`config.mk`:
```
export PLATFORM = sky130hd
export DESIGN_NAME = rise_pend_bank
export DESIGN_NICKNAME = d
export VERILOG_FILES = /design/src/rtl/rpb_pkg.sv /design/src/rtl/rpb_edge_detect.sv /design/src/rtl/rpb_access_gate.sv /design/src/rtl/rpb_flag_bank.sv /design/src/rtl/rise_pend_bank.sv
export SDC_FILE = /design/constraint.sdc
export NUM_CORES = 1
export LEC_CHECK = 0
export BUFFER_PORTS_ARGS = -buffer_cell sky130_fd_sc_hd__buf_2
export CAP_MARGIN = 20
export CORE_UTILIZATION = 50
export DETAILED_ROUTE_END_ITERATION = 10
export GPL_TIMING_DRIVEN = 0
export PLACE_DENSITY = 0.88
export SETUP_SLACK_MARGIN = 0.4
export SLEW_MARGIN = 20
export SYNTH_ARGS = -nofsm -noshare
export SYNTH_HDL_FRONTEND = slang
export SYNTH_HIERARCHICAL = 1
export SYNTH_SLANG_ARGS = --single-unit
```
`constraint.sdc`:
```
create_clock -name clk -period 1.3 [get_ports clk]
set_input_delay 0 -clock clk [delete_from_list [all_inputs] [get_ports clk]]
set_output_delay 0 -clock clk [all_outputs]
set_load 0.05 [all_outputs]
```
`src/rtl/rpb_pkg.sv`:
```
package rpb_pkg;
  localparam int REG_W = 32;

  typedef struct packed {
    logic secure;
    logic priv;
  } acc_attr_t;
endpackage

```
`src/rtl/rpb_edge_detect.sv`:
```
module rpb_edge_detect #(
  parameter int N = 26
) (
  input  logic         clk,
  input  logic         rst,
  input  logic [N-1:0] din,
  output logic [N-1:0] rise
);
  logic [N-1:0] stage1, stage2, prev;

  always_ff @(posedge clk) begin
    if (rst) begin
      stage1 <= '0;
      stage2 <= '0;
      prev   <= '0;
    end else begin
      stage1 <= din;
      stage2 <= stage1;
      prev   <= stage2;
    end
  end

  assign rise = stage2 & ~prev;
endmodule

```
`src/rtl/rpb_access_gate.sv`:
```
module rpb_access_gate
  import rpb_pkg::*;
#(
  parameter int N = 26,
  parameter logic [N-1:0] MASK = '1
) (
  input  acc_attr_t    attr,
  input  logic [N-1:0] sec_cfg,
  input  logic [N-1:0] priv_cfg,
  output logic [N-1:0] allow
);
  for (genvar i = 0; i < N; i++) begin : g_bit
    if (MASK[i]) begin : g_on
      assign allow[i] = (attr.secure | ~sec_cfg[i]) & (attr.priv | ~priv_cfg[i]);
    end else begin : g_off
      assign allow[i] = 1'b0;
    end
  end
endmodule

```
`src/rtl/rpb_flag_bank.sv`:
```
module rpb_flag_bank #(
  parameter int N = 26,
  parameter logic [N-1:0] MASK = '1
) (
  input  logic         clk,
  input  logic         rst,
  input  logic [N-1:0] set_vec,
  input  logic [N-1:0] clr_vec,
  output logic [N-1:0] flags
);
  for (genvar i = 0; i < N; i++) begin : g_flag
    if (MASK[i]) begin : g_on
      logic q;
      always_ff @(posedge clk) begin
        if (rst)             q <= 1'b0;
        else if (set_vec[i]) q <= 1'b1;
        else if (clr_vec[i]) q <= 1'b0;
      end
      assign flags[i] = q;
    end else begin : g_off
      assign flags[i] = 1'b0;
    end
  end
endmodule

```
`src/rtl/rise_pend_bank.sv`:
```
module rise_pend_bank
  import rpb_pkg::*;
#(
  parameter int NLINES = 26,
  parameter logic [NLINES-1:0] LINE_MASK = '1
) (
  input  logic              clk,
  input  logic              rst,
  input  logic [NLINES-1:0] evt_in,
  input  logic [NLINES-1:0] sw_trig,
  input  logic [NLINES-1:0] sec_cfg,
  input  logic [NLINES-1:0] priv_cfg,
  input  logic              wr_en,
  input  logic              rd_en,
  input  logic [31:0]       wdata,
  input  logic              acc_secure,
  input  logic              acc_priv,
  output logic [31:0]       rdata,
  output logic [NLINES-1:0] pend_out
);
  localparam int RSV_W = REG_W - NLINES;

  acc_attr_t         attr;
  logic [NLINES-1:0] rise_vec, allow_vec, set_vec, clr_vec, flags;
  logic              unused_hi;

  assign attr      = '{secure: acc_secure, priv: acc_priv};
  assign unused_hi = ^wdata[REG_W-1:NLINES];

  rpb_edge_detect #(.N(NLINES)) u_edge (
    .clk  (clk),
    .rst  (rst),
    .din  (evt_in),
    .rise (rise_vec)
  );

  rpb_access_gate #(.N(NLINES), .MASK(LINE_MASK)) u_gate (
    .attr     (attr),
    .sec_cfg  (sec_cfg),
    .priv_cfg (priv_cfg),
    .allow    (allow_vec)
  );

  assign set_vec = rise_vec | sw_trig;
  assign clr_vec = wr_en ? (wdata[NLINES-1:0] & allow_vec) : '0;

  rpb_flag_bank #(.N(NLINES), .MASK(LINE_MASK)) u_flags (
    .clk     (clk),
    .rst     (rst),
    .set_vec (set_vec),
    .clr_vec (clr_vec),
    .flags   (flags)
  );

  always_ff @(posedge clk) begin
    if (rst)        rdata <= '0;
    else if (rd_en) rdata <= {{RSV_W{1'b0}}, flags & allow_vec};
  end

  assign pend_out = flags;
endmodule

```
After elaboration in Yosys (flattened, before gate mapping)
Cells that the tools add are included.
- flip-flop bits (word level): 130
- input port bits: 142
- reduce and logical (&&, ||, !) cells: 26
- multiplexer cells: 53
- bitwise operators: 135
- operators with widths (operator ; number):
    26-bit AND ; 3
    1-bit 2-to-1 mux ; 52
    1-bit inverter ; 52
    1-bit OR ; 52
    2-bit nonzero test ; 26
    1-bit AND ; 26
    26-bit 2-to-1 mux ; 1
    26-bit inverter ; 1
    26-bit OR ; 1

Depth between registers and ports, before layout
- depth after elaboration: 7
- gate-level depth with buffers: 6
- gate-level depth less buffers: 5

Hierarchy
Netlist, hierarchy kept.
- modules (own cells, without submodules) (module ; cells each ; times used ; area each (µm²) ; seq. area each (µm²)):
    rpb_edge_detect ; 190 ; 1 ; 2267.2 ; 1561.5
    rise_pend_bank ; 174 ; 1 ; 1402.6 ; 520.5
    rpb_flag_bank ; 133 ; 1 ; 1232.4 ; 520.5
    rpb_access_gate ; 32 ; 1 ; 347.8 ; 0.0

Worst setup path before layout
Ideal clock, no wire load.
- kind: register -> register
- from: reg rdata[15] (netlist name)
- to: reg rdata[15]
- buffers on the path: 0
- slack: 0.416 ns
- stages on the path, launching flop included: 3
- required time: 1.230 ns
- data arrival time: 0.814 ns
- cells stage by stage: dfxtp_1 -> nand2b_1 -> a21oi_1
- RTL lines (item ; RTL line ; RTL):
    end signal: assignment ; rise_pend_bank.sv:57 ; else if (rd_en) rdata <= {{RSV_W{1'b0}}, flags & allow_vec};
    end: declaration ; rise_pend_bank.sv:18 ; output logic [31:0] rdata,

==> results_dict.tcl <==
set metrics [dict create \
    cts_tree "built" \
    ant_nets 0 \
    area_delta_synth_final_pct 87.0 \
    critical_path.endpoint "rdata[18]" \
    final_cell_mix "146 x dlygate4sd3_1, 141 x buf_2, 95 x nor2b_1" \
    crit_type "primary input to flop" \
    ir_drop_uv 1600 \
    startpoint_type "primary input" \
    post_drt_wl_per_cell_um 30.2 \
    dp.cells 855 \
    combPwrFrac_pct 22.4 \
    area.sequential_mm2 0.00271 \
    stdcell_count 1087 \
    grt_overflow_total 0 \
    cp.arrival_ps 1650 \
    dp_hpwl_um 9770 \
    rsz0062_at_grt "true" \
    htreeDepth 4 \
    clkPwrFrac_pct 41.6 \
    required_ps 1640 \
    portBuffers 185 \
    finalHoldWorstSlack_ps -44.5 \
    rr_startpoint "u_flags/g_flag[18].g_on.q" \
    fill_cells 213 \
    worstSetupStartpoint "rd_en" \
    synth.avg_cell_area_um2 9.92 \
    p_switching_mw 3.61 \
    finalHoldViolCount 1 \
    fin_skew_ps 7.70 \
    min_period_ps 1310 \
    cts_root_buf "clkbuf_8" \
    synth_warnings 6 \
    p_per_area_mw_per_mm2 1240 \
    setup_viol 1 \
    maxCapViolCount 0 \
    ios 200 \
    grt_pass1_vias 6386 \
    r2r_setup_slack_ps 0 \
    internal-power_mw 8.54 \
    ys_ff_latch 130 \
    finalSetupTns_ps -9.19 \
    dieHeight_um 104 \
    timing.fmax_mhz 764 \
    antenna_found_initial 6 \
    die-area_mm2 0.0109 \
    core_area_mm2 0.0102 \
    synth_cell_types 18 \
    gp_congestion 0.872 \
    swShare_pct 29.7 \
    synth_area_mm2 0.00525 \
    vias_per_cell 6.33 \
    p_seq_share_pct 36.0 \
    postSynth.asyncResetShare_pct 0 \
    drt_pre_antenna_iters 7 \
    worst_slack_ps -9.19 \
    dieWidth_um 104 \
    failed_checks "DRC, hold timing, setup timing" \
    r2r_cells 3 \
    fin_nets 1072 \
    ys_seq_area_share_pct 49.6 \
    clk_pin_slew_ps 70 \
    numCtsBuffers 17 \
    cp_max_fo 10 \
    p_leak_nw 4.44 \
    drive_gt1_share_pct 55.4 \
    report.final.slew_viol_count 0 \
    run_status "finished with violations" \
    grt_pass1_wl_um 34700 \
    grt_max_degree 17 \
    max_slew_margin_pct 48.2 \
    grt_use_total_pct 42.5 \
    drc_errors 5 \
    cts_max_path_buffers 2 \
    min_path_type "primary input to flop" \
    synthCells 529 \
    totalWireLength_um 32900 \
    worst_pin_slew_ps 774 \
    ys.flop_type "dfxtp_1" \
    clock_sinks 130 \
    num_vias 6881 \
    synth_edf_count 0 \
    period_share_pct 101 \
    final_common_cell "dlygate4sd3_1" \
    cp-end-kind "flop" \
    start_util_pct 51.3 \
    reg2reg_to "rdata[18]" \
    rows 37 \
    clkLatencyLatePin_ps 520 \
    drt_iter0_drc 1103 \
    multi_input_area_mm2 0.00235 \
]
==> through the flow <==
| stage | power, mW | utilization, % | instance area [µm²] | setup WS [ps] |
|---|---|---|---|---|
| 3_3_place_gp | 5.76 | 62.2 | 6360 | 246 |
| 2_1_floorplan | 5.35 | - | 5270 | 416 |
| 5_1_grt | 12.4 | 95.8 | 9800 | -80.9 |
| 3_5_place_dp | 5.80 | 62.2 | 6360 | 212 |
| 4_1_cts | 11.2 | 91.2 | 9330 | 198 |
| 6_report | 12.2 | 96.0 | 9820 | -9.19 |
==> cell usage after synthesis (8+ instances only) <==
master | count | area (µm²)
nand3_1 | 26 | 130
buf_6 | 11 | 124
dfxtp_1 | 130 | 2600
buf_2 | 8 | 40.0
inv_1 | 26 | 97.6
buf_4 | 35 | 263
a21oi_2 | 20 | 175
a22oi_2 | 20 | 250
a21oi_1 | 32 | 160
nand2b_1 | 52 | 325
nor2b_1 | 104 | 651
and3_1 | 26 | 163
or2_2 | 26 | 163
==> worst max-delay path, cell delays in order <==
cell           delay (ps)
dlygate4sd3_1         580
buf_6                 160
buf_6                 150
nand2b_1              200
a21oi_1               550
==> power by group through the flow <==
stage                     Combinational [mW]  Clock (mW)  Sequential (mW)
after CTS                               2.15        4.79             4.30
after global placement                  1.44           0             4.33
after detailed placement                1.46           0             4.34
after global routing                    2.79        5.24             4.37
after floorplan                        0.917           0             4.43
final                                   2.72        5.05             4.37
==> what timing repair did <==
| action | in CTS | in global routing |
|---|---|---|
| endpoints found under the setup margin | 78 | 98 |
| pin swaps | 0 | 18 |
| hold buffers | 158 | 6 |
| setup buffers | 7 | 37 |
| hold endpoints to repair | 130 | 43 |
| gates resized for setup | 287 | 78 |
==> worst min path at each step <==
stage | start | to | slack [ps] | depth (start not counted)
2_1_floorplan | evt_in[10] | u_edge/stage1[10] | 130 | 1
3_3_place_gp | evt_in[11] | u_edge/stage1[11] | 210 | 2
3_5_place_dp | evt_in[18] | u_edge/stage1[18] | 210 | 2
4_1_cts | sec_cfg[17] | rdata[17] | -120 | 4
5_1_grt | sec_cfg[17] | rdata[17] | -3 | 4
6_report | sec_cfg[17] | rdata[17] | -40 | 4
==> kinds of logic (layout without fill, tap and decap cells) <==
| family | Yosys count | in the layout | share of synthesized area, % |
|---|---|---|---|
| buffers and inverters | 86 | 494 | 11.1 |
| and+or+nand+nor | 234 | 234 | 27.3 |
| AOI/OAI and AO/OA | 78 | 78 | 12.0 |
| DFF | 130 | 130 | 49.6 |
| other | 1 | 15 | 0.0714 |
==> cell type report <==
class	count	share of cell area, %
plain buffers	58	5.85
well taps	136	1.73
inverters	28	1.10
clock buffers	19	4.50
multi-input cells	318	23.9
repair buffers	377	33.5
flip-flops and latches	130	27.6
diodes	9	0.229
clock inverters	12	1.61
==> metal layers <==
| metal | wire, µm | track usage, % | up-vias |
|---|---|---|---|
| met5 | 54 | 0 | - |
| met4 | 4240 | 36.8 | 6 |
| met3 | 4670 | 14.0 | 421 |
| met2 | 14100 | 72.4 | 861 |
| met1 | 9820 | 41.2 | 3103 |
| li1 | - | - | 2490 |
==> state kept, by name, indices dropped and copies added (netlist names) <==
name and count:
rdata 26, u_edge/prev 26, u_edge/stage1 26, u_edge/stage2 26, u_flags/g_flag.g_on.q 26
Note: power is estimated with default switching activity, not from simulation.
